### config.mk
export PLATFORM = sky130hd
export DESIGN_NAME = lsgate_ctrl
export DESIGN_NICKNAME = d
export VERILOG_FILES = /design/src/rtl/lsgate_pkg.sv /design/src/rtl/lsgate_regs.sv /design/src/rtl/lsgate_settle.sv /design/src/rtl/lsgate_chan.sv /design/src/rtl/lsgate_ctrl.sv
export SDC_FILE = /design/constraint.sdc
export NUM_CORES = 1
export LEC_CHECK = 0
export BUFFER_PORTS_ARGS = -buffer_cell sky130_fd_sc_hd__buf_4
export CAP_MARGIN = 20
export CORE_ASPECT_RATIO = 1.4
export CORE_UTILIZATION = 40
export CTS_BUF_LIST = sky130_fd_sc_hd__clkbuf_8
export DETAILED_ROUTE_END_ITERATION = 8
export PLACE_DENSITY = 0.68
export SYNTH_ARGS = -nofsm -noshare
export SYNTH_HDL_FRONTEND = slang
export SYNTH_SLANG_ARGS = --single-unit
### constraint.sdc
create_clock -name clk -period 1.7 [get_ports clk]
set_input_delay 0.34 -clock clk [delete_from_list [all_inputs] [get_ports clk]]
set_output_delay 0.34 -clock clk [all_outputs]
set_load 0.02 [all_outputs]
### src/rtl/lsgate_pkg.sv
// Package: shared constants of the low-side gate control block.
// Assumes the channel count is at most 4, so every field fits in 8 bits.
package lsgate_pkg;
    localparam int unsigned OFS_GATE  = 0;   // stored gate-bit register
    localparam int unsigned OFS_CTRL  = 1;   // enable and route register
    localparam int unsigned ROUTE_LSB = 4;   // first route bit in the control register
endpackage

### src/rtl/lsgate_regs.sv
// Module: register file of the gate block.
// Holds the stored gate bits, the enables and the route bits, and forms the read data.
// Assumes NCH <= 4 and DW >= ROUTE_LSB + NCH.
module lsgate_regs #(
    parameter int unsigned NCH = 2,
    parameter int unsigned AW  = 4,
    parameter int unsigned DW  = 8
) (
    input  logic           clk,
    input  logic           rst_n,
    input  logic [AW-1:0]  addr,
    input  logic           wr_en,
    input  logic [DW-1:0]  wdata,
    input  logic           stop_entry,
    input  logic [NCH-1:0] live_src,
    output logic [DW-1:0]  rdata,
    output logic [NCH-1:0] gate_q,
    output logic [NCH-1:0] en_q,
    output logic [NCH-1:0] route_q
);
    import lsgate_pkg::*;

    localparam logic [AW-1:0] A_GATE = AW'(OFS_GATE);
    localparam logic [AW-1:0] A_CTRL = AW'(OFS_CTRL);

    logic hit_gate, hit_ctrl;
    assign hit_gate = (addr == A_GATE);
    assign hit_ctrl = (addr == A_CTRL);

    // Only the implemented bits of wdata are stored; the rest are consumed here.
    logic unused_wdata_hi;
    assign unused_wdata_hi = ^wdata;

    // Stored gate bits: STOP entry clears them and wins over a write.
    always_ff @(posedge clk) begin
        if (!rst_n)                  gate_q <= '0;
        else if (stop_entry)         gate_q <= '0;
        else if (wr_en && hit_gate)  gate_q <= wdata[NCH-1:0];
    end

    // Enable and route bits, written at the control offset.
    always_ff @(posedge clk) begin
        if (!rst_n) begin
            en_q    <= '0;
            route_q <= '0;
        end else if (wr_en && hit_ctrl) begin
            en_q    <= wdata[NCH-1:0];
            route_q <= wdata[ROUTE_LSB +: NCH];
        end
    end

    // Read mux: a routed channel shows its live source in place of the stored bit.
    always_comb begin
        rdata = '0;
        if (hit_gate) begin
            rdata[NCH-1:0] = (route_q & live_src) | (~route_q & gate_q);
        end else if (hit_ctrl) begin
            rdata[NCH-1:0]         = en_q;
            rdata[ROUTE_LSB +: NCH] = route_q;
        end
    end

    AST_STOP_CLEARS: assert property (@(posedge clk) disable iff (!rst_n)
        stop_entry |=> (gate_q == '0));
    AST_GATE_WRITE: assert property (@(posedge clk) disable iff (!rst_n)
        (wr_en && hit_gate && !stop_entry) |=> (gate_q == $past(wdata[NCH-1:0])));
    AST_HIGH_ZERO: assert property (@(posedge clk) disable iff (!rst_n)
        hit_gate |-> (rdata[DW-1:NCH] == '0));
endmodule

### src/rtl/lsgate_settle.sv
// Module: settling timer for one channel.
// Reloads while the enable is low and counts down while it is high; done is set when the count reaches zero.
// Assumes SETTLE_CYC >= 1.
module lsgate_settle #(
    parameter int unsigned SETTLE_CYC = 8
) (
    input  logic clk,
    input  logic rst_n,
    input  logic en,
    output logic done
);
    localparam int unsigned CW = (SETTLE_CYC < 1) ? 1 : $clog2(SETTLE_CYC + 1);

    logic [CW-1:0] cnt;

    // Reload while disabled, count down to zero while enabled.
    always_ff @(posedge clk) begin
        if (!rst_n)            cnt <= CW'(SETTLE_CYC);
        else if (!en)          cnt <= CW'(SETTLE_CYC);
        else if (cnt != '0)    cnt <= cnt - CW'(1);
    end

    assign done = en && (cnt == '0);

    AST_SETTLE_HOLD: assert property (@(posedge clk) disable iff (!rst_n)
        $rose(en) |-> !done);
    AST_DONE_STAYS: assert property (@(posedge clk) disable iff (!rst_n)
        (en && $past(en) && $past(done)) |-> done);
endmodule

### src/rtl/lsgate_chan.sv
// Module: source select and gate qualification for one channel.
// Picks the output-compare or PWM line, then picks that or the stored bit, then qualifies the result.
// Assumes all inputs are synchronous to the block clock.
module lsgate_chan (
    input  logic clk,
    input  logic rst_n,
    input  logic gate_bit,
    input  logic route,
    input  logic en,
    input  logic done,
    input  logic oc,
    input  logic pwm,
    input  logic pwm_sel,
    output logic live_src,
    output logic gate
);
    // Routed source: PWM when selected, output-compare otherwise.
    assign live_src = pwm_sel ? pwm : oc;

    // Gate: chosen source, qualified by the enable and the settled flag.
    assign gate = (route ? live_src : gate_bit) && en && done;

    AST_GATE_NEEDS_EN: assert property (@(posedge clk) disable iff (!rst_n)
        gate |-> (en && done));
endmodule

### src/rtl/lsgate_ctrl.sv
// Module: top of the low-side gate control block.
// Connects the register file to one settling timer and one source selector per channel.
// Assumes NCH <= 4 and a single clock domain.
module lsgate_ctrl #(
    parameter int unsigned NCH        = 2,
    parameter int unsigned AW         = 4,
    parameter int unsigned DW         = 8,
    parameter int unsigned SETTLE_CYC = 8
) (
    input  logic           clk,
    input  logic           rst_n,
    input  logic [AW-1:0]  addr,
    input  logic           wr_en,
    input  logic [DW-1:0]  wdata,
    output logic [DW-1:0]  rdata,
    input  logic           stop_entry,
    input  logic [NCH-1:0] oc_in,
    input  logic [NCH-1:0] pwm_in,
    input  logic [NCH-1:0] pwm_sel,
    output logic [NCH-1:0] gate_out
);
    logic [NCH-1:0] gate_q, en_q, route_q, live_src, done;

    lsgate_regs #(.NCH(NCH), .AW(AW), .DW(DW)) u_regs (
        .clk(clk), .rst_n(rst_n), .addr(addr), .wr_en(wr_en), .wdata(wdata),
        .stop_entry(stop_entry), .live_src(live_src), .rdata(rdata),
        .gate_q(gate_q), .en_q(en_q), .route_q(route_q)
    );

    for (genvar i = 0; i < NCH; i++) begin : g_ch
        lsgate_settle #(.SETTLE_CYC(SETTLE_CYC)) u_settle (
            .clk(clk), .rst_n(rst_n), .en(en_q[i]), .done(done[i])
        );
        lsgate_chan u_chan (
            .clk(clk), .rst_n(rst_n), .gate_bit(gate_q[i]), .route(route_q[i]),
            .en(en_q[i]), .done(done[i]), .oc(oc_in[i]), .pwm(pwm_in[i]),
            .pwm_sel(pwm_sel[i]), .live_src(live_src[i]), .gate(gate_out[i])
        );
    end

    AST_ROUTED_READ: assert property (@(posedge clk) disable iff (!rst_n)
        ((addr == AW'(0)) && route_q[0]) |-> (rdata[0] == (pwm_sel[0] ? pwm_in[0] : oc_in[0])));
endmodule

Word-level counts from Yosys, hierarchy flattened
Index checks and enable logic that the tools add are counted.
W data, S select, Z words.
{"block": "totals", "reg_bits": 14, "output_inout_bits": 10, "wordCells": 37}
{"block": "op_classes", "n_eq_ne": 1, "reduce_logical": 16, "mux": 8, "add_sub_neg": 2, "bitwise": 5}
{"op": "$logic_not A4 Y1", "n": 3}
{"op": "$logic_and A1 B1 Y1", "n": 8}
{"op": "$mux W2", "n": 4}
{"op": "$reduce_bool A4 Y1", "n": 2}
{"op": "$sub A4 B1 Y4 const B", "n": 2}
{"op": "$and A2 B2 Y2", "n": 2}
{"op": "$eq A4 B1 Y1 const B", "n": 1}
{"op": "$mux W1", "n": 4}
{"op": "$reduce_and A2 Y1", "n": 2}
{"op": "$not A2 Y2", "n": 1}
{"op": "$or A2 B2 Y2", "n": 1}
{"op": "$reduce_or A2 Y1", "n": 1}
{"op": "$not A1 Y1", "n": 1}

Logic depth before layout (Yosys ltp)
{"block": "logic_depth", "word_depth": 4, "mapped_depth": 5, "mapped_depth_nobuf": 5}

Modules after synthesis
Synthesis repeated with hierarchy kept, for this count alone.
{"block": "unflattened", "cells_unflattened": 98, "area_unflattened_um2": 869.6}
{"module": "lsgate_settle", "area_each_um2": 207.7, "cells_each": 22, "n_inst": 2}
{"module": "lsgate_regs", "area_each_um2": 381.6, "cells_each": 46, "n_inst": 1}
{"module": "lsgate_chan", "area_each_um2": 36.3, "cells_each": 4, "n_inst": 2}

Least setup slack after synthesis
Ideal clock, no wire load.
{"block": "synth_path", "path_type": "register -> output", "start": "reg g_ch[1].u_settle.cnt[0]", "end": "out gate_out[1]", "required_time_ps": 1360, "path_slack_ps": 236, "path_stages_with_launch": 6, "t_arrival_ps": 1124, "n_path_buf": 1, "path_cell_list": "dfxtp_1 -> inv_1 -> ha_1 -> nor3b_2 -> and3_1 -> buf_4"}
{"block": "synth_between", "elab_chain_len": 3}
{"element": "start: declaration", "line": "lsgate_settle.sv:14", "text": "logic [CW-1:0] cnt;"}
{"element": "start signal: assignment", "line": "lsgate_settle.sv:18", "text": "if (!rst_n) cnt <= CW'(SETTLE_CYC);"}
{"element": "start signal: assignment", "line": "lsgate_settle.sv:19", "text": "else if (!en) cnt <= CW'(SETTLE_CYC);"}
{"element": "start signal: assignment", "line": "lsgate_settle.sv:20", "text": "else if (cnt != '0) cnt <= cnt - CW'(1);"}
{"element": "$logic_not A4 Y1", "line": "lsgate_settle.sv:23", "text": "assign done = en && (cnt == '0);"}
{"element": "$logic_and A1 B1 Y1", "line": "lsgate_settle.sv:23"}
{"element": "$logic_and A1 B1 Y1", "line": "lsgate_chan.sv:21", "text": "assign gate = (route ? live_src : gate_bit) && en && done;"}
{"element": "end: declaration", "line": "lsgate_ctrl.sv:20", "text": "output logic [NCH-1:0] gate_out"}
No other way between the ends.

Worst setup path in the final report
Ends and elaborated chain as after synthesis.

==> key figures <==
Outcome
  • Status: finished, final reports clean

Power
  • Psw: ~0.14 mW
  • Clock power share: between 30% and 40%
  • Reg power frac: between 40% and 50%
  • Leak: about 0.48 nW
  • Internal: 0.527 mW
  • Logic pwr share: 11.1%
  • Overall Power: ~0.67 mW
  • Worst VDD drop: ~0.33 mV
  • Pwr Density: roughly 630 mW/mm^2
  • Switching Share: between 20% and 30%

Hold path
  • Min-Delay Path Class: in2reg
  • Hold path depth: 3
  • Hold endpoint: u_regs.route_q[1]
  • Worst Min Path Start: wdata[5]

Global routing
  • GRT Residual Overflow: 0
  • First-pass GRT wire length: 2.37 mm
  • Largest net degree at the start of global routing: 10
  • Antenna violations before repair: 0
  • GRT Util Overall: 15.8%
  • Vias in the first global route: a little over 600

Placed design
  • DP Worst Slack: 0.160 ns
  • Placed cells: 131
  • IO buf count: 23
  • Post-DP HPWL: between 1 and 1.5 mm
  • Final RePlAce weighted congestion: between 0.6 and 0.7

Floorplan
  • Core footprint: around 0.0018 mm^2
  • Rows: 18
  • Die H: between 50 and 60 um
  • Initial core utilization: 43.7%
  • DIE AREA: approximately 0.0022 mm^2
  • I/O pin total: 32
  • Die W: a little under 40 um

Synth
  • Syn Area/Cell: 8.76 um^2
  • Yosys synthesis warning count: 0
  • Post-synth top area share: a little over a third
  • Synthesized flop and latch total: 14
  • Post-Syn Area: around 800 um^2
  • Synth Instances: slightly above 90
  • Area leader, netlist: dfxtp_1
  • Sequential share of the synthesized area: between 30% and 40%
  • Synth top area cells: dfxtp_1 (35%), mux2i_1 (7.5%), ha_1 (6.3%)
  • Synth unique cells: 24

Detailed routing
  • DR iter-0 viols: 5
  • Drc violations: 0
  • DRT Wirelength: 1.50 mm
  • Total number of vias: about 670
  • WL/cell: ~11 um
  • ANT nets after route: 0
  • Via density: ~4.9
  • TritonRoute pass-1 iters: 3

Worst setup path
  • Critical R2R Capture: g_ch[1].u_settle.cnt[1]
  • CP required: approximately 1.4 ns
  • Startpoint Class: register
  • Critical path capture point type: output port
  • Worst R2R Start: g_ch[1].u_settle.cnt[0]
  • Critical path fanouts, max: 3
  • Worst EP arrival: approximately 1.3 ns
  • Crit Path Class: reg2out
  • R2R cell count: 6
  • Critical path startpoint: g_ch[1].u_settle.cnt[0]
  • Setup slack, reg-to-reg: ~0.52 ns

CTS
  • Clock-pin slew on the worst setup and hold paths: 0.05 ns
  • H-tree lvl count: 1
  • CTS Hold Bufs: 0
  • CTS Sinks: 14
  • CTS root buf: clkbuf_8
  • Num CTS Buffers: 3
  • Clock Latency Late Sink: approximately 0.24 ns
  • CTS tree: yes
  • CTS Buffer Depth: 2

Cells and area
  • Post-Layout Cell Count: approximately 140
  • ANT cells: 0
  • Sequential Area: 282 um^2
  • Multi-input logic area: approximately 500 um^2
  • Fillers: between 150 and 200
  • Final net count: ~140
  • Area Overhead vs Synth: 33.4%
  • Share of cells above drive strength 1: a little over a third

Timing
  • Worst setup margin: between 0.07 and 0.08 ns
  • Period Utilization, post-route: approximately 96%
  • Final setup vio count: 0
  • Final Skew: slightly below 0.0005 ns
  • Fin crit period: between 1.5 and 2 ns
  • Max-slew violations: 0
  • Fmax: a little over 600 MHz
  • Number of failing hold endpoints at the final stage: 0

Run
  • Max-cap violations: 0
==> critical path: stages, from the launching register on <==
cell	delay (ns)
dfxtp_1	0.32
inv_2	0.09
ha_4	0.14
nor3b_4	0.19
and3_4	0.21
buf_6	0.11
==> registers in the layout, summed over array words and instances, names as in the netlist <==
signal and flops:
u_regs.en_q 2, g_ch.u_settle.cnt 8, u_regs.gate_q 2, u_regs.route_q 2
==> cell usage after synthesis (all sizes together) <==
| cell | count |
|---|---|
| a21oi | 4 |
| mux2i | 6 |
| xnor2 | 4 |
| o21ai | 2 |
| nor2 | 4 |
| nand2 | 10 |
| ha | 4 |
| clkbuf | 1 |
| a211oi | 2 |
| nor3b | 2 |
| a21boi | 2 |
| nand3 | 3 |
| buf | 7 |
| inv | 4 |
| and3 | 4 |
| conb | 1 |
| nor2b | 4 |
| nand2b | 1 |
| a211o | 4 |
| nor3 | 5 |
| or3 | 3 |
| dfxtp | 14 |
==> through the flow <==
stage	setup TNS (ns)	hold slack (ns)	utilization [%]	area, um^2
2_1_floorplan	0	0.458	-	808
3_3_place_gp	0	0.476	53.0	967
3_5_place_dp	0	0.485	53.0	967
4_1_cts	0	0.350	55.3	1010
5_1_grt	-0.00512	0.353	58.3	1060
6_report	0	0.346	58.3	1060
==> per-layer routing <==
| metal | vias to the layer above | routed length (um) | global-route usage (%) |
|---|---|---|---|
| met3 | 2 | 63 | 2.44 |
| met4 | 0 | 11 | 8.62 |
| met1 | 296 | 622 | 16.8 |
| met5 | - | 0 | 0 |
| met2 | 18 | 805 | 28.4 |
| li1 | 349 | - | - |
==> cell families after synthesis <==
group | share of synthesized area (%)
xor gates and xnor gates | 4.40
adders and majority gates | 6.28
and+or+nand+nor | 25.6
muxes | 7.54
other | 0.471
buffers and inverters | 8.63
AOI/OAI and AO/OA | 11.9
DFF | 35.2
==> how the worst max path moves through the flow <==
stage / slack, ns / cells past startpoint / end
2_1_floorplan: 0.24 / 5 / gate_out[1]
3_3_place_gp: 0.16 / 4 / rdata[1]
3_5_place_dp: 0.16 / 4 / rdata[1]
4_1_cts: 0.002 / 5 / gate_out[0]
5_1_grt: -0.004 / 5 / gate_out[0]
6_report: 0.07 / 5 / gate_out[1]
==> power groups by stage <==
stage,registers (mW),clock network [mW],logic [mW]
after floorplan,0.340,0,0.0425
after global placement,0.340,0,0.0723
after detailed placement,0.340,0,0.0732
after CTS,0.333,0.269,0.0734
after global routing,0.334,0.283,0.0825
final,0.334,0.262,0.0748
==> timing repair <==
| item | 4_1_cts | 5_1_grt |
|---|---|---|
| setup buffers | 0 | 1 |
| resized for setup | 0 | 13 |
| setup endpoints to repair | 0 | 3 |
==> cells in the final DEF, fill, tap and decap left out <==
master     n
nor3_4     1
nor2_1     4
nand2_1   10
nand3_1    3
or3_1      3
a21oi_1    4
inv_2      4
buf_6      1
ha_1       2
nand2b_1   1
conb_1     4
and3_1     3
a211o_1    4
mux2i_1    6
a21boi_0   2
a211oi_1   2
xnor2_1    4
ha_4       2
nor2b_1    4
nor3_1     4
dfxtp_2    1
and3_4     1
o21ai_0    2
nor3b_4    2
buf_4     25
dfxtp_1   13
clkbuf_8   3
==> final cells by class <==
type / count / share of cell area, %
clock buffers: 3 / 3.88
inverters: 4 / 1.41
multi-input cells: 68 / 47.2
flip-flops and latches: 14 / 26.5
well taps: 20 / 2.35
repair buffers: 26 / 18.7
(Power assumes the default switching activity.)
